==> src/rtl/kpd_pkg.sv <==
package kpd_pkg;

    localparam int KP_COLS  = 4;
    localparam int KP_ROWS  = 4;
    localparam int KP_COL_W = $clog2(KP_COLS);
    localparam int KP_ROW_W = $clog2(KP_ROWS);
    localparam int KP_KEY_W = KP_COL_W + KP_ROW_W;
    localparam int KP_DIGITS = 10;

    typedef enum logic [2:0] {
        ST_RELEASE  = 3'd0,
        ST_REL_DB   = 3'd1,
        ST_IDLE     = 3'd2,
        ST_PRESS_DB = 3'd3,
        ST_CONFIRM  = 3'd4,
        ST_SCAN     = 3'd5
    } scan_state_t;

    typedef struct packed {
        logic                hit;
        logic [KP_ROW_W-1:0] row;
    } row_hit_t;

    typedef struct packed {
        logic       fire;
        logic [7:0] code;
    } key_evt_t;

    // Lowest-numbered return line that reads low wins.
    function automatic row_hit_t first_low_row(input logic [KP_ROWS-1:0] rows_n);
        row_hit_t res;
        res = '0;
        for (int i = KP_ROWS - 1; i >= 0; i--) begin
            if (!rows_n[i]) begin
                res.hit = 1'b1;
                res.row = KP_ROW_W'(i);
            end
        end
        return res;
    endfunction

    // Key index to ASCII hexadecimal digit.
    function automatic logic [7:0] key_to_ascii(input logic [KP_KEY_W-1:0] idx);
        logic [7:0] wide;
        wide = 8'(idx);
        if (wide < 8'(KP_DIGITS)) begin
            return 8'h30 + wide;
        end
        return 8'h41 + (wide - 8'(KP_DIGITS));
    endfunction

    // Single-zero column drive pattern for a given column.
    function automatic logic [KP_COLS-1:0] col_pattern(input logic [KP_COL_W-1:0] idx);
        logic [KP_COLS-1:0] p;
        p = '1;
        p[idx] = 1'b0;
        return p;
    endfunction

endpackage

==> src/rtl/kpd_sync.sv <==
module kpd_sync #(
    parameter int          WIDTH     = 4,
    parameter int          STAGES    = 2,
    parameter logic [31:0] RESET_VAL = '1
) (
    input  logic             clk,
    input  logic             rst,
    input  logic [WIDTH-1:0] d,
    output logic [WIDTH-1:0] q
);

    logic [STAGES-1:0][WIDTH-1:0] stage_q;

    generate
        if (STAGES == 1) begin : g_single
            always_ff @(posedge clk) begin
                if (rst) begin
                    stage_q[0] <= WIDTH'(RESET_VAL);
                end else begin
                    stage_q[0] <= d;
                end
            end
        end else begin : g_chain
            always_ff @(posedge clk) begin
                if (rst) begin
                    stage_q <= {STAGES{WIDTH'(RESET_VAL)}};
                end else begin
                    stage_q <= {stage_q[STAGES-2:0], d};
                end
            end
        end
    endgenerate

    assign q = stage_q[STAGES-1];

endmodule

==> src/rtl/kpd_timer.sv <==
module kpd_timer #(
    parameter int          CW       = 4,
    parameter int unsigned INIT_VAL = 0
) (
    input  logic          clk,
    input  logic          rst,
    input  logic          load,
    input  logic [CW-1:0] load_val,
    output logic          done
);

    logic [CW-1:0] cnt_q;

    always_ff @(posedge clk) begin
        if (rst) begin
            cnt_q <= CW'(INIT_VAL);
        end else if (load) begin
            cnt_q <= load_val;
        end else if (cnt_q != '0) begin
            cnt_q <= cnt_q - CW'(1);
        end
    end

    assign done = (cnt_q == '0);

    // a running interval counts down by one each cycle
    p_tmr_step_r3: assert property (@(posedge clk) disable iff (rst)
        (!load && cnt_q != '0) |=> (cnt_q == $past(cnt_q) - CW'(1)));

    // a load starts the interval from the requested value
    p_tmr_load_r3: assert property (@(posedge clk) disable iff (rst)
        load |=> (cnt_q == $past(load_val)));

endmodule

==> src/rtl/kpd_ctrl.sv <==
module kpd_ctrl
    import kpd_pkg::*;
#(
    parameter int DEBOUNCE_CYC = 16,
    parameter int SETTLE_CYC   = 3
) (
    input  logic               clk,
    input  logic               rst,
    input  logic [KP_ROWS-1:0] rows_n,
    output logic [KP_COLS-1:0] col_drv_n,
    output logic [7:0]         key_char,
    output logic               key_strobe
);

    localparam int TMAX     = (DEBOUNCE_CYC > SETTLE_CYC) ? DEBOUNCE_CYC : SETTLE_CYC;
    localparam int CW       = $clog2(TMAX + 1);
    localparam int DEB_LD_I = (DEBOUNCE_CYC > 1) ? DEBOUNCE_CYC - 1 : 1;
    localparam int SET_LD_I = (SETTLE_CYC > 1) ? SETTLE_CYC - 1 : 1;
    localparam logic [CW-1:0] DEB_LD = CW'(DEB_LD_I);
    localparam logic [CW-1:0] SET_LD = CW'(SET_LD_I);
    localparam logic [KP_COL_W-1:0] COL_LAST = KP_COL_W'(KP_COLS - 1);

    scan_state_t         state_q, state_d;
    logic [KP_COL_W-1:0] col_q, col_d;
    logic                tmr_load;
    logic [CW-1:0]       tmr_val;
    logic                tmr_done;
    logic                any_closed;
    row_hit_t            hit;
    key_evt_t            evt;

    kpd_timer #(
        .CW       (CW),
        .INIT_VAL (SET_LD_I)
    ) u_timer (
        .clk      (clk),
        .rst      (rst),
        .load     (tmr_load),
        .load_val (tmr_val),
        .done     (tmr_done)
    );

    assign any_closed = ~&rows_n;
    assign hit        = first_low_row(rows_n);

    always_comb begin
        state_d  = state_q;
        col_d    = col_q;
        tmr_load = 1'b0;
        tmr_val  = SET_LD;
        evt      = '0;
        unique case (state_q)
            ST_RELEASE: begin
                if (tmr_done && !any_closed) begin
                    state_d  = ST_REL_DB;
                    tmr_load = 1'b1;
                    tmr_val  = DEB_LD;
                end
            end
            ST_REL_DB: begin
                if (tmr_done) begin
                    state_d = ST_IDLE;
                end
            end
            ST_IDLE: begin
                if (any_closed) begin
                    state_d  = ST_PRESS_DB;
                    tmr_load = 1'b1;
                    tmr_val  = DEB_LD;
                end
            end
            ST_PRESS_DB: begin
                if (tmr_done) begin
                    state_d = ST_CONFIRM;
                end
            end
            ST_CONFIRM: begin
                if (any_closed) begin
                    state_d  = ST_SCAN;
                    col_d    = '0;
                    tmr_load = 1'b1;
                end else begin
                    state_d = ST_IDLE;
                end
            end
            ST_SCAN: begin
                if (tmr_done) begin
                    tmr_load = 1'b1;
                    if (hit.hit) begin
                        evt.fire = 1'b1;
                        evt.code = key_to_ascii({col_q, hit.row});
                        state_d  = ST_RELEASE;
                    end else if (col_q == COL_LAST) begin
                        state_d = ST_RELEASE;
                    end else begin
                        col_d = col_q + KP_COL_W'(1);
                    end
                end
            end
            default: begin
                state_d  = ST_RELEASE;
                tmr_load = 1'b1;
            end
        endcase
    end

    always_ff @(posedge clk) begin
        if (rst) begin
            state_q    <= ST_RELEASE;
            col_q      <= '0;
            col_drv_n  <= '0;
            key_strobe <= 1'b0;
            key_char   <= 8'h00;
        end else begin
            state_q    <= state_d;
            col_q      <= col_d;
            col_drv_n  <= (state_d == ST_SCAN) ? col_pattern(col_d) : '0;
            key_strobe <= evt.fire;
            if (evt.fire) begin
                key_char <= evt.code;
            end
        end
    end

    // the release check passes only on all-high lines under all-low columns
    p_release_gate_r2: assert property (@(posedge clk) disable iff (rst)
        (state_q == ST_REL_DB && $past(state_q) == ST_RELEASE)
            |-> ($past(rows_n) == '1 && $past(col_drv_n) == '0));

    // a scan is only entered from the confirmation step
    p_scan_entry_r3: assert property (@(posedge clk) disable iff (rst)
        (state_q == ST_SCAN && $past(state_q) != ST_SCAN)
            |-> ($past(state_q) == ST_CONFIRM));

    // column drive is all-low or has exactly one low column
    p_col_shape_r4: assert property (@(posedge clk) disable iff (rst)
        (col_drv_n == '0) || ($countones(col_drv_n) == KP_COLS - 1));

    // successive scan patterns move the zero up one column
    p_col_rotate_r4: assert property (@(posedge clk) disable iff (rst)
        (col_drv_n != '0 && $past(col_drv_n) != '0 && col_drv_n != $past(col_drv_n))
            |-> (col_drv_n == {$past(col_drv_n[KP_COLS-2:0]), $past(col_drv_n[KP_COLS-1])}));

    // a report always carries a legal hexadecimal character
    p_char_legal_r5: assert property (@(posedge clk) disable iff (rst)
        key_strobe |-> ((key_char >= 8'h30 && key_char <= 8'h39) ||
                        (key_char >= 8'h41 && key_char <= 8'h46)));

endmodule

==> src/rtl/keypad_matrix_scanner.sv <==
module keypad_matrix_scanner
    import kpd_pkg::*;
#(
    parameter int DEBOUNCE_CYC = 50000,
    parameter int SYNC_STAGES  = 2
) (
    input  logic         clk,
    input  logic         rst,
    output logic [3:0]   col_drv_n,
    input  logic [3:0]   row_in_n,
    output logic [7:0]   key_char,
    output logic         key_strobe
);

    localparam int SETTLE_CYC = SYNC_STAGES + 1;

    logic [KP_ROWS-1:0] rows_sync_n;

    kpd_sync #(
        .WIDTH     (KP_ROWS),
        .STAGES    (SYNC_STAGES),
        .RESET_VAL ('1)
    ) u_row_sync (
        .clk (clk),
        .rst (rst),
        .d   (row_in_n),
        .q   (rows_sync_n)
    );

    kpd_ctrl #(
        .DEBOUNCE_CYC (DEBOUNCE_CYC),
        .SETTLE_CYC   (SETTLE_CYC)
    ) u_ctrl (
        .clk        (clk),
        .rst        (rst),
        .rows_n     (rows_sync_n),
        .col_drv_n  (col_drv_n),
        .key_char   (key_char),
        .key_strobe (key_strobe)
    );

    // reset leaves all columns low and no report
    p_reset_state_r1: assert property (@(posedge clk)
        rst |=> (col_drv_n == '0 && !key_strobe && key_char == 8'h00));

    // the report strobe lasts a single cycle
    p_strobe_single_r6: assert property (@(posedge clk) disable iff (rst)
        key_strobe |=> !key_strobe);

    // the character only changes together with a strobe
    p_char_hold_r8: assert property (@(posedge clk) disable iff (rst)
        !key_strobe |-> $stable(key_char));

endmodule

==> config.mk <==
export PLATFORM = sky130hd
export DESIGN_NAME = keypad_matrix_scanner
export DESIGN_NICKNAME = d
export VERILOG_FILES = /design/src/rtl/kpd_pkg.sv /design/src/rtl/kpd_sync.sv /design/src/rtl/kpd_timer.sv /design/src/rtl/kpd_ctrl.sv /design/src/rtl/keypad_matrix_scanner.sv
export SDC_FILE = /design/constraint.sdc
export NUM_CORES = 1
export LEC_CHECK = 0
export BUFFER_PORTS_ARGS = -buffer_cell sky130_fd_sc_hd__buf_4
export CORE_MARGIN = 3
export CORE_UTILIZATION = 58
export CTS_CLUSTER_DIAMETER = 200
export CTS_CLUSTER_SIZE = 8
export DETAILED_ROUTE_END_ITERATION = 8
export GPL_TIMING_DRIVEN = 0
export PLACE_DENSITY = 0.89
export SYNTH_ARGS = -nofsm -noshare
export SYNTH_HDL_FRONTEND = slang
export SYNTH_SLANG_ARGS = --single-unit
==> constraint.sdc <==
create_clock -name clk -period 2.8 [get_ports clk]
set_input_delay 0 -clock clk [delete_from_list [all_inputs] [get_ports clk]]
set_output_delay 0 -clock clk [all_outputs]
set_load 0.03 [all_outputs]
-- Yosys cells after proc, flatten, opt, wreduce, memory -nomap -nowiden
Cells that the tools add are included.
- register bits: 42
- memories kept: 0
- memory bits (read-only): 0
- bits in latches: 0
- bits in writable memories: 0
- multipliers: 0
- reduce and logical (&&, ||, !) cells: 10
- bitwise gates (word level): 2
- div/mod/pow operators: 0
- add/sub/neg operators: 5
- order comparisons: 3
- muxes and demuxes: 38
- equality and inequality tests: 7
- shift operators: 0
- operator list (operator ; count):
    $mux W16 ; 4
    $mux W3 ; 12
    $pmux W16 S2 ; 1
    $mux W9 ; 3
    $pmux W3 S6 ; 1
    $logic_not A16 Y1 ; 1
    $mux W8 ; 2
    $reduce_bool A16 Y1 ; 1
    $sub A16 B1 Y16 const B ; 1
    $eq A3 B3 Y1 const B ; 3
    $add A7 B8 Y8 const A ; 1
    $mux W1 ; 8
    $mux W2 ; 4
    $add A6 B4 Y7 const A ; 1
    $eq A3 B2 Y1 const B ; 2
    $reduce_or A2 Y1 ; 3
    $sub A4 B4 Y5 const B ; 1
    $lt A4 B4 Y1 const B ; 1
    $not A4 Y4 ; 1
    $pmux W1 S4 ; 1
    $pmux W2 S2 ; 1
    $reduce_and A4 Y1 ; 1
    $eq A3 B1 Y1 const B ; 1
    $logic_not A3 Y1 ; 1
    8 further kinds ; 9

-- Logic depth before layout (Yosys ltp)
Gate-level depths: netlist of the first run.
- depth after elaboration: 13
- depth in mapped cells: 9
- gate-level depth less buffers: 9

-- By module
From an unflattened synthesis of the first run, not the netlist that was laid out.
- cell total of the unflattened synthesis: 262
- area, all modules: 2215.9 sq um
- modules (own cells, without submodules) (module ; cells an instance ; times used ; seq. area each (sq um) ; area an instance (sq um)):
    kpd_ctrl ; 128 ; 1 ; 340.3 ; 1019.7
    kpd_timer ; 114 ; 1 ; 320.3 ; 955.9
    kpd_sync ; 20 ; 1 ; 160.2 ; 240.2

-- Worst setup path after synthesis of the first run
Ideal clock, no wire load.
- path type: register to register
- start point: reg u_ctrl.u_timer.cnt_q[10]
- end point: reg u_ctrl.key_char[3]
- path slack: 849 ps
- data required time: 2733 ps
- library setup time: 67 ps
- arrival: 1884 ps
- path buffers: 0
- cell stages (with the launch flop): 6
- clock period less this slack: 1951 ps
- cells stage by stage: dfxtp_1 or4_4 nand4b_4 or3_4 a211o_1 a21oi_2
- longest elaborated chain between the ends: 3
- RTL lines (what ; line ; RTL):
    start: declaration ; kpd_timer.sv:12 ; logic [CW-1:0] cnt_q;
    start signal: assignment ; kpd_timer.sv:16 ; cnt_q <= CW'(INIT_VAL);
    start signal: assignment ; kpd_timer.sv:18 ; cnt_q <= load_val;
    start signal: assignment ; kpd_timer.sv:20 ; cnt_q <= cnt_q - CW'(1);
    $logic_not A16 Y1 ; kpd_timer.sv:24 ; assign done = (cnt_q == '0);
    $mux W9 ; kpd_ctrl.sv:87 ; if (tmr_done) begin
    $mux W9 ; kpd_ctrl.sv:52 ; unique case (state_q)
    end signal: assignment ; kpd_ctrl.sv:120 ; key_char <= evt.code;
    end: declaration ; kpd_ctrl.sv:11 ; output logic [7:0] key_char,
Every way passes these cells.
A chain may end at the register's enable or synchronous reset.

-- Worst setup path after layout of the first run
- start point: reg u_ctrl.u_timer.cnt_q[0]
- end point: reg u_ctrl.col_drv_n[0]
- longest elaborated chain between the ends: 8
- RTL lines (what ; line ; RTL):
    $logic_not A16 Y1 * ; kpd_timer.sv:24 ;
    $mux W2 ; kpd_ctrl.sv:87 ;
    $pmux W2 S2 ; kpd_ctrl.sv:52 ;
    $lt A2 B3 Y1 (not written as such) / $ge A2 B1 Y1 (equally long branches) ; kpd_pkg.sv:56 ; p[idx] = 1'b0;
    $logic_and A1 B1 Y1 (not written as such) ; kpd_pkg.sv:56 ;
    $mux W1 (not written as such) ; kpd_pkg.sv:56 ;
    $demux W1 S2 ; -- ;
    $not A4 Y4 (no source line) ; -- ;
    end signal: assignment ; kpd_ctrl.sv:117 ; col_drv_n <= (state_d == ST_SCAN) ? col_pattern(col_d) : '0;
    end: declaration ; kpd_ctrl.sv:10 ; output logic [KP_COLS-1:0] col_drv_n,
Every way passes the cells marked *; elsewhere a longest branch is shown, timed or not.

==> results of run 1 <==
==> layout by cell type, fill, tap and decap left out, types with 4 or more instances in the layout <==
master and instances:
nor3_1 6, ha_1 5, inv_1 8, dfxtp_1 41, xnor2_1 12, nor2_1 26, nand3_1 7, clkbuf_4 5
clkbuf_1 11, a211oi_1 4, dlygate4sd3_1 4, buf_4 17, or2_2 8, nand2_1 14, xor2_1 9, nor2b_1 4
a21oi_1 10, o21ai_0 19
==> repair_timing <==
item,in CTS,in global routing
hold buffers,4,0
endpoints found under the hold margin,4,0
endpoints found under the setup margin,0,0
==> where the power goes <==
| part | switching [mW] | internal [mW] | total, mW | leakage, nW |
|---|---|---|---|---|
| clock | 0.168 | 0.119 | 0.287 | 0.0314 |
| combinational | 0.355 | 0.290 | 0.645 | 0.511 |
| sequential | 0.0972 | 0.686 | 0.783 | 0.334 |
| total | 0.621 | 1.09 | 1.72 | 0.877 |
==> layout make-up <==
class,count,area (sq um)
clock buffer,7,55.1
tap,44,55.1
sequential,41,821
multi-input combinational,168,1090
inverter,8,30.0
fill,256,890
timing repair buffer,20,160
buffer,12,50.0
==> kinds of logic after synthesis <==
group,count (synthesis),synth area share
buffers and inverters,20,0.0402
and+or+nand+nor,86,0.240
DFF,41,0.412
AOI/OAI and AO/OA,53,0.172
adders and majority gates,6,0.0364
muxes,1,0.00502
other,1,0.00188
xor gates and xnor gates,21,0.0923
==> routing by layer <==
layer | global-route usage | routed length (um) | up-vias
met2 | 0.307 | 1580 | 45
li1 | - | - | 861
met3 | 0.0433 | 178 | 6
met4 | 0.0818 | 53 | 0
met5 | 0 | 0 | -
met1 | 0.253 | 1830 | 753
==> worst max-delay path: stages, from the launching register on <==
cell and delay, ps:
dfxtp_1 360, inv_1 110, ha_1 150, nor3b_1 440, and4b_1 340, nand2_1 150, o311ai_1 420, a21oi_1 130
==> synthesized netlist by cell type, drive strengths merged, types with 2 or more instances <==
master,number
nand3,7
inv,8
a211oi,4
nand4,2
nor2,26
dfxtp,41
nor2b,4
o31ai,2
or3,2
xor2,9
nor3b,2
clkbuf,10
nand4b,2
a311oi,2
nor4,4
ha,5
nand2,14
or2,8
a21oi,11
o21ai,19
buf,2
a211o,2
o211ai,2
xnor2,12
or4,2
nor3,7
==> stage by stage <==
| stage | setup slack, ps | hold WS (ps) | total power [mW] |
|---|---|---|---|
| detailed placement | 633 | 187 | 1.43 |
| finish | 568 | 84.2 | 1.72 |
| global placement | 674 | 184 | 1.40 |
| CTS | 573 | 87.3 | 1.72 |
| global route | 366 | 134 | 1.86 |
| floorplan | 849 | 104 | 1.31 |
==> sequential cells by signal, indices dropped and copies added (netlist names) <==
name and cells:
u_ctrl.state_q 3, u_ctrl.key_char 7, u_ctrl.u_timer.cnt_q 16, u_row_sync.q 4
u_ctrl.col_drv_n 4, u_ctrl.col_q 2, u_ctrl.key_strobe 1, u_row_sync.stage_q 4
==> worst min-delay path by stage <==
stage	from	to	slack, ps	cells after the start
finish	rst	u_ctrl.state_q[2]	80	2
global route	rst	u_ctrl.state_q[2]	130	2
CTS	rst	u_ctrl.state_q[2]	90	2
floorplan	row_in_n[0]	u_row_sync.stage_q[0]	100	1
global placement	row_in_n[0]	u_row_sync.stage_q[0]	180	2
detailed placement	row_in_n[3]	u_row_sync.stage_q[3]	190	2
==> results by group, run 1 <==
Finish
  • Post-route cell area: between 2000 and 2500 sq um
  • Layout cells sized above 1: 0.160
  • Final Util: 0.718
  • Synthesis-to-finish area growth: 13.6%
  • Final net count: 267
  • Diode count: 0
  • Final cell count without fillers: 300

Logic synthesis
  • Syn_nets: 240
  • Syn Area/Cell: ~8.7 sq um
  • Sequential area share after synthesis: 0.412
  • Synth cell types: 53
  • FF+latch count, synth: 41
  • Post-synth EDFFs: 0
  • Syn. warnings: 0
  • Post-synth ARST share: 0
  • Synth top area share: 0.412
  • Leading area contributor after synthesis: dfxtp_1
  • Ranking of synthesized cells by area: dfxtp_1, xnor2_1, nor2_1, o21ai_0, xor2_1
  • Post-Synthesis Cell Area: around 2000 sq um
  • Ys flop type: dfxtp_1
  • Mapped Cells: 229

Setup path
  • Worst Setup End Kind: flip-flop
  • CP max FO: 4
  • CP required: ~3000 ps
  • R2R depth: 7
  • R2r endpoint: u_ctrl.col_drv_n[0]
  • CP endpoint: u_ctrl.col_drv_n[0]
  • Critical path launch point type: flip-flop
  • Worst EP arrival: between 2000 and 2500 ps
  • CP startpoint: u_ctrl.u_timer.cnt_q[0]
  • Worst r2r src: u_ctrl.u_timer.cnt_q[0]
  • Crit path kind: reg2reg
  • R2R setup slack: about 570 ps

Floorplanning
  • I/O pin count: 19
  • Die area: between 4000 and 5000 sq um
  • Core Region: between 3000 and 4000 sq um
  • Die Wd: ~65 um
  • Die span in y: approximately 65 um
  • # rows: 20
  • Effective utilization at floorplan: 0.632

Min path
  • Hold Crit Class: in2reg

Timing
  • Worst rel slew slack: 0.582
  • Worst slew pin tran: 621 ps
  • Max Slew Vio Count: 0
  • Fin crit share: 0.797
  • RSZ-0062 raised after global routing: no
  • Post-layout min period: around 2200 ps
  • Final hold viol count: 0
  • Final setup vio count: 0
  • Fmax: about 0.45 GHz
  • Final worst clock skew: approximately 3.2 ps
  • Setup tns final: 0 ps

Clock network
  • Num CTS Buffers: 5
  • Clock sink total: around 40
  • Clock buffer depth: 2
  • CTS Root Cell: clkbuf_4
  • H-tree depth: 2
  • Later-pin clock latency in the skew report: 330 ps
  • Post-CTS Setup Repair Bufs: 0
  • CTS resizes: 0
  • Clock-pin slew on the worst setup and hold paths: about 100 ps
  • CTS tree: built

Placed design
  • HPWL after detailed placement: roughly 2700 um
  • Cells after DPL: between 200 and 300
  • Dpl cell area: about 2200 sq um
  • GPL Wtd Cong: between 0.7 and 0.8
  • Port Buffers: 16

Routing
  • Routed wire per std cell: between 10 and 15 um
  • Drt drc: 0
  • Initial DRC count: 113
  • First drt pass iteration count: 4
  • Antenna viol nets, final: 0
  • Vias per cell: 5.55
  • DR vias: 1665
  • DRT Wirelength: 3640 um

GRT
  • Vias in the first global route: about 1500
  • Pin count of the biggest net entering global routing: 12
  • Global-route wire length before repair: 6450 um
  • Grt total ovfl: 0
  • Total Routing Usage GR: 0.193
  • Initial antenna violation count: 0

Power
  • Leak: roughly 0.88 nW
  • Peak supply drop: 0.609 mV
  • Power per Cell Area: about 760 nW/um^2

Job
  • Max-cap viol count: 0

Status
  • Status: finished, final reports clean
Power figures use the tool's default switching activity.
==> inputs of run 2 (changes only) <==
--- a/config.mk
+++ b/config.mk
@@ -5,14 +5,15 @@
 export SDC_FILE = /design/constraint.sdc
 export NUM_CORES = 1
 export LEC_CHECK = 0
+export ABC_AREA = 1
 export BUFFER_PORTS_ARGS = -buffer_cell sky130_fd_sc_hd__buf_4
 export CORE_MARGIN = 3
-export CORE_UTILIZATION = 58
+export CORE_UTILIZATION = 53
 export CTS_CLUSTER_DIAMETER = 200
 export CTS_CLUSTER_SIZE = 8
 export DETAILED_ROUTE_END_ITERATION = 8
 export GPL_TIMING_DRIVEN = 0
-export PLACE_DENSITY = 0.89
+export PLACE_DENSITY = 0.86
 export SYNTH_ARGS = -nofsm -noshare
 export SYNTH_HDL_FRONTEND = slang
 export SYNTH_SLANG_ARGS = --single-unit
==> constraint.sdc (replaced) <==
create_clock -name clk -period 1.8 [get_ports clk]
set_input_delay 0 -clock clk [delete_from_list [all_inputs] [get_ports clk]]
set_output_delay 0 -clock clk [all_outputs]
set_load 0.03 [all_outputs]
==> results by group, run 2 <==
Logic synthesis
  • Synth top area share: 0.381
  • Ys flop type: dfxtp_1
  • Most common cell in the netlist: nand2_1
  • Synth top cells by count: nand2_1, nor2_1, dfxtp_1, inv_1, nand3_1
  • Post-synth EDFFs: 0
  • Ranking of synthesized cells by area: dfxtp_1, nand2_1, nor2_1, nand3_1, inv_1
  • Sequential area share after synthesis: 0.381
  • Synth cell types: 33
  • Mapped Cells: 311
  • Post-Synthesis Cell Area: between 2000 and 2500 sq um
  • Syn. warnings: 0
  • Syn Area/Cell: 6.94 sq um
  • Syn_nets: about 320
  • FF+latch count, synth: 41
  • Leading area contributor after synthesis: dfxtp_1
  • Post-synth ARST share: 0

Finish
  • Final net count: between 300 and 400
  • Fillers: between 200 and 300
  • Max FFs per register: 16
  • Synthesis-to-finish area growth: 25.6%
  • Diode count: 0
  • Reg area: between 800 and 900 sq um
  • Layout cells sized above 1: 0.260
  • Top reg by flops: u_ctrl.u_timer.cnt_q
  • Most common cell after layout, fill and taps aside: nand2_1
  • Area occupied by multi-input gates: about 1200 sq um
  • Top flop regs: u_ctrl.u_timer.cnt_q (16), u_ctrl.key_char (7)
  • Commonest cells after routing, fill and taps aside: nand2_1, nor2_1, dfxtp_1

Timing
  • Worst rel slew slack: 0.665
  • RSZ-0062 raised after global routing: yes
  • Final hold viol count: 0
  • Setup tns final: 0 ps
  • Max Slew Vio Count: 0
  • Post-layout min period: between 1500 and 2000 ps
  • Fin crit share: 0.962
  • Final worst clock skew: around 13 ps
  • Fmax: between 0.5 and 0.6 GHz
  • Hold slack final: roughly 410 ps
  • Final setup vio count: 0
  • Worst slew pin tran: roughly 500 ps

Placed design
  • Port Buffers: 17
  • GPL Wtd Cong: about 0.9
  • HPWL after detailed placement: around 3400 um

Clock network
  • H-tree depth: 2
  • Later-pin clock latency in the skew report: between 200 and 300 ps
  • Clock buffer depth: 2
  • Clock sink total: 41
  • Clock-pin slew on the worst setup and hold paths: 90 ps
  • CTS Root Cell: clkbuf_8
  • CTS tree: built
  • Num CTS Buffers: 5

Floorplanning
  • Core Region: between 3000 and 4000 sq um
  • # rows: 22
  • I/O pin count: 19
  • Die area: between 4000 and 5000 sq um
  • Die Wd: about 70 um
  • Effective utilization at floorplan: 0.568
  • Die span in y: between 60 and 70 um

Routing
  • Routed wire per std cell: 12.7 um
  • Initial DRC count: around 270
  • DR vias: 2140
  • Vias per cell: approximately 5.3
  • First drt pass iteration count: 4
  • Antenna viol nets, final: 0
  • Drt drc: 0
  • DRT Wirelength: 5120 um

GRT
  • GR Util met2: 0.348
  • Total Routing Usage GR: 0.213
  • M1 GR Usage: 0.284
  • Grt total ovfl: 0
  • GRT busiest layer: met2
  • Met3 Usage GRT: 0.0362
  • Pin count of the biggest net entering global routing: 13
  • Global-route wire length before repair: 8580 um
  • Vias in the first global route: just under 2000
  • Initial antenna violation count: 0

Setup path
  • R2R setup slack: 70 ps
  • Worst EP arrival: approximately 1900 ps
  • CP required: roughly 2000 ps
  • CP max FO: 4
  • R2r endpoint: u_ctrl.col_drv_n[2]
  • R2R depth: 13
  • Crit path kind: reg2reg
  • Worst Setup End Kind: flip-flop
  • Critical path launch point type: flip-flop
  • Worst r2r src: u_ctrl.u_timer.cnt_q[1]

Power
  • Leak: approximately 1.3 nW
  • Power per Cell Area: about 1500 nW/um^2
  • Peak supply drop: approximately 0.74 mV

Job
  • Max-cap viol count: 0

Min path
  • Hold Crit Class: reg2reg
  • Hold Path End: u_row_sync.q[3]
  • Hold wc startpoint: u_row_sync.stage_q[3]
  • Hold Path Stages: 1

Status
  • Status: finished, final reports clean
-- run 2: layout make-up --
| type | count | area share |
|---|---|---|
| inverters | 32 | 0.0471 |
| repair buffers | 35 | 0.103 |
| multi-input cells | 232 | 0.461 |
| clock buffers | 7 | 0.0319 |
| plain buffers | 6 | 0.0180 |
| well taps | 48 | 0.0222 |
| flip-flops and latches | 41 | 0.306 |
| clock inverters | 1 | 0.0111 |
-- run 2: logic make-up after synthesis --
kind of cell,Yosys count,synth area share
simple gates,187,0.404
flops,41,0.381
buf+inv,38,0.0766
compound gates,30,0.0719
xor+xnor,9,0.0365
fa+ha+maj,5,0.0290
other cells,1,0.00174
-- run 2: per-stage QoR --
stage | cell area [sq um] | power [mW] | std cells | setup WS (ps) | utilization
floorplan | 2160 | 2.66 | 311 | 82.3 | -
global placement | 2340 | 2.93 | 376 | -106 | 0.617
detailed placement | 2340 | 2.99 | 376 | -134 | 0.617
CTS | 2560 | 3.81 | 393 | 6.48 | 0.674
global route | 2710 | 4.46 | 402 | -88.3 | 0.713
finish | 2710 | 4.10 | 402 | 68.5 | 0.713
-- run 2: routing by layer --
layer  wire length, um  part of all wire  vias up
li1                  -                 -     1072
met1              2160              0.42      994
met2              2600              0.51       68
met3               303             0.059        6
met4                64             0.012        0
met5                 0                 0        -
-- run 2: repair_timing --
action / 4_1_cts / 5_1_grt
pin swaps: 1 / 11
hold buffers: 5 / 0
endpoints found under the setup margin: 20 / 29
resized for setup: 8 / 32
gates cloned: 0 / 1
hold endpoints to repair: 6 / 0
setup buffers: 4 / 8
-- run 2: where the power goes --
part           internal (mW)  switching, mW
Sequential              1.09          0.160
Combinational          0.807           1.27
Clock                  0.452          0.310
-- run 2: worst max-delay path: stages (launching register included) --
cell and delay (ps):
dfxtp_2 340, inv_2 80, ha_4 150, inv_2 30
nor2_1 90, nand2_1 90, nor2_4 150, nand2_4 90
nor2_2 160, nand2_1 110, nand2_2 100, nand3_1 80
nand3_1 90, inv_1 60
-- run 2: worst max path at each step --
stage / endpoint / startpoint / cells past startpoint / slack (ps)
6_report: u_ctrl.col_drv_n[2] / u_ctrl.u_timer.cnt_q[1] / 13 / 70
5_1_grt: u_ctrl.col_drv_n[2] / u_ctrl.u_timer.cnt_q[1] / 13 / -90
4_1_cts: u_ctrl.key_char[4] / u_ctrl.u_timer.cnt_q[0] / 13 / 6
3_5_place_dp: u_ctrl.key_char[4] / u_ctrl.u_timer.cnt_q[0] / 11 / -130
3_3_place_gp: u_ctrl.key_char[4] / u_ctrl.u_timer.cnt_q[0] / 11 / -110
2_1_floorplan: u_ctrl.key_char[4] / u_row_sync.q[0] / 10 / 80
==> inputs of run 3 (changes only) <==
--- a/config.mk
+++ b/config.mk
@@ -12,8 +12,8 @@
 export CTS_CLUSTER_DIAMETER = 200
 export CTS_CLUSTER_SIZE = 8
 export DETAILED_ROUTE_END_ITERATION = 8
-export GPL_TIMING_DRIVEN = 0
 export PLACE_DENSITY = 0.86
+export SLEW_MARGIN = 5
 export SYNTH_ARGS = -nofsm -noshare
 export SYNTH_HDL_FRONTEND = slang
 export SYNTH_SLANG_ARGS = --single-unit
==> results by group, run 3 (synthesis gave the netlist of run 2 again) <==
Status
  • Status: finished, final reports clean

Power
  • Leak: 1.34 nW
  • Logic pwr share: 0.545
  • Power per Cell Area: roughly 1500 nW/um^2
  • Switching Share: 0.444
  • Final Power: 4.11 mW
  • Peak supply drop: between 0.7 and 0.8 mV
  • Internal power: ~2.3 mW
  • Sw power: between 1.5 and 2 mW
  • Clock power share: 0.148
  • Reg power frac: 0.307

Clock network
  • Clock-pin slew on the worst setup and hold paths: 80 ps
  • Later-pin clock latency in the skew report: 280 ps
  • Clock buffer depth: 2
  • CTS tree: built
  • H-tree depth: 2
  • CTS Root Cell: clkbuf_8
  • Num CTS Buffers: 5
  • Clock sink total: 41

Floorplanning
  • Die Wd: 69.8 um
  • I/O pin count: 19
  • Die area: 4870 sq um
  • Die span in y: roughly 70 um
  • Core Region: around 3800 sq um
  • # rows: 22
  • Effective utilization at floorplan: 0.568

Routing
  • DRT Wirelength: between 5000 and 6000 um
  • Antenna viol nets, final: 0
  • Drt drc: 0
  • Initial DRC count: approximately 260
  • DR vias: ~2200
  • First drt pass iteration count: 9
  • Vias per cell: 5.33
  • Routed wire per std cell: approximately 13 um

Finish
  • Top flop regs: u_ctrl.u_timer.cnt_q (16), u_ctrl.key_char (7)
  • Layout cells sized above 1: 0.261
  • Fillers: around 310
  • Top reg by flops: u_ctrl.u_timer.cnt_q
  • Final net count: approximately 370
  • Commonest cells after routing, fill and taps aside: nand2_1, nor2_1, dfxtp_1
  • Diode count: 0
  • Most common cell after layout, fill and taps aside: nand2_1
  • Synthesis-to-finish area growth: 25.3%
  • Max FFs per register: 16

Timing
  • Fmax: approximately 0.56 GHz
  • Final setup vio count: 0
  • RSZ-0062 raised after global routing: yes
  • Max Slew Vio Count: 0
  • Fin crit share: 0.999
  • Post-layout min period: between 1500 and 2000 ps
  • Post-route setup slack: 1.75 ps
  • Final worst clock skew: between 10 and 15 ps
  • Final hold viol count: 0

GRT
  • Grt total ovfl: 0
  • Initial antenna violation count: 0
  • Global-route wire length before repair: 8350 um
  • Total Routing Usage GR: 0.207
  • Vias in the first global route: slightly below 2000
  • Pin count of the biggest net entering global routing: 24

Setup path
  • Worst EP arrival: between 1500 and 2000 ps
  • Worst Setup End Kind: flip-flop
  • Critical path launch point type: flip-flop
  • Crit path kind: reg2reg
  • CP max FO: 4
  • CP required: 1980 ps

Placed design
  • Port Buffers: 17
  • HPWL after detailed placement: 3390 um
  • Pre-CTS setup slack: -61.6 ps
  • GPL Wtd Cong: just under 1

Job
  • Max-cap viol count: 0

Min path
  • Hold Crit Class: in2reg
[run 3: cell count changes in the layout (fill, tap and decap cells not counted), moves of 2 or more]
cell | previous run | this run
nand2_2 | 7 | 5
clkbuf_1 | 3 | 1
inv_4 | 3 | 1
buf_4 | 30 | 36
nand2_1 | 64 | 66
[run 3: metrics by stage]
stage	area [sq um]	std cells	setup TNS, ps	util	hold slack (ps)
CTS	2580	398	0	0.680	42.8
global route	2700	404	-905	0.712	48.9
detailed placement	2390	382	-265	0.630	188
finish	2700	404	0	0.712	48.4
floorplan	2160	311	0	-	104
global placement	2390	382	0	0.630	184
[run 3: repair_timing]
action                                  CTS  global route
endpoints found under the setup margin   15            29
gates resized for setup                  10            23
hold endpoints to repair                  4             0
hold buffers                              4             0
pin swaps                                 4            10
setup buffers                             5             6
[run 3: area by class of cell]
type	count	area, sq um	area share
multi-input combinational	232	1250	0.464
inverter	32	123	0.0453
tap	48	60.1	0.0222
clock buffer	7	86.3	0.0319
timing repair buffer	44	355	0.131
sequential	41	826	0.305
[run 3: worst paths after layout]
check / from / endpoint / slack [ps] / cells past startpoint
setup / recovery: u_ctrl.u_timer.cnt_q[0] / u_ctrl.u_timer.cnt_q[0] / 2 / 13
hold / removal: rst / u_ctrl.key_char[6] / 50 / 2
setup reg to reg: u_ctrl.u_timer.cnt_q[0] / u_ctrl.u_timer.cnt_q[0] / 2 / 13
hold reg to reg: u_row_sync.stage_q[2] / u_row_sync.q[2] / 410 / 1
[run 3: power groups by stage]
stage	Clock [mW]	Sequential, mW	Combinational [mW]
2_1_floorplan	0	1.22	1.44
3_3_place_gp	0	1.26	1.78
3_5_place_dp	0	1.26	1.82
4_1_cts	0.616	1.25	1.95
5_1_grt	0.654	1.28	2.50
6_report	0.608	1.27	2.24
[run 3: per-layer routing]
metal  GRT usage  wire length (um)
met1       0.265              2190
met2       0.350              2530
met3      0.0362               350
met4      0.0681               110
met5           0                 0
[run 3: worst max-delay path, cell delays in order, from the launching register on]
cell and delay, ps:
dfxtp_2 330, inv_2 80, ha_4 140, inv_2 30
nor2_2 100, nand2_2 80, nor2_4 130, buf_6 110
nand4_1 210, buf_4 240, nand2_2 70, nor2_2 40
nor2_1 90, nor2_1 40
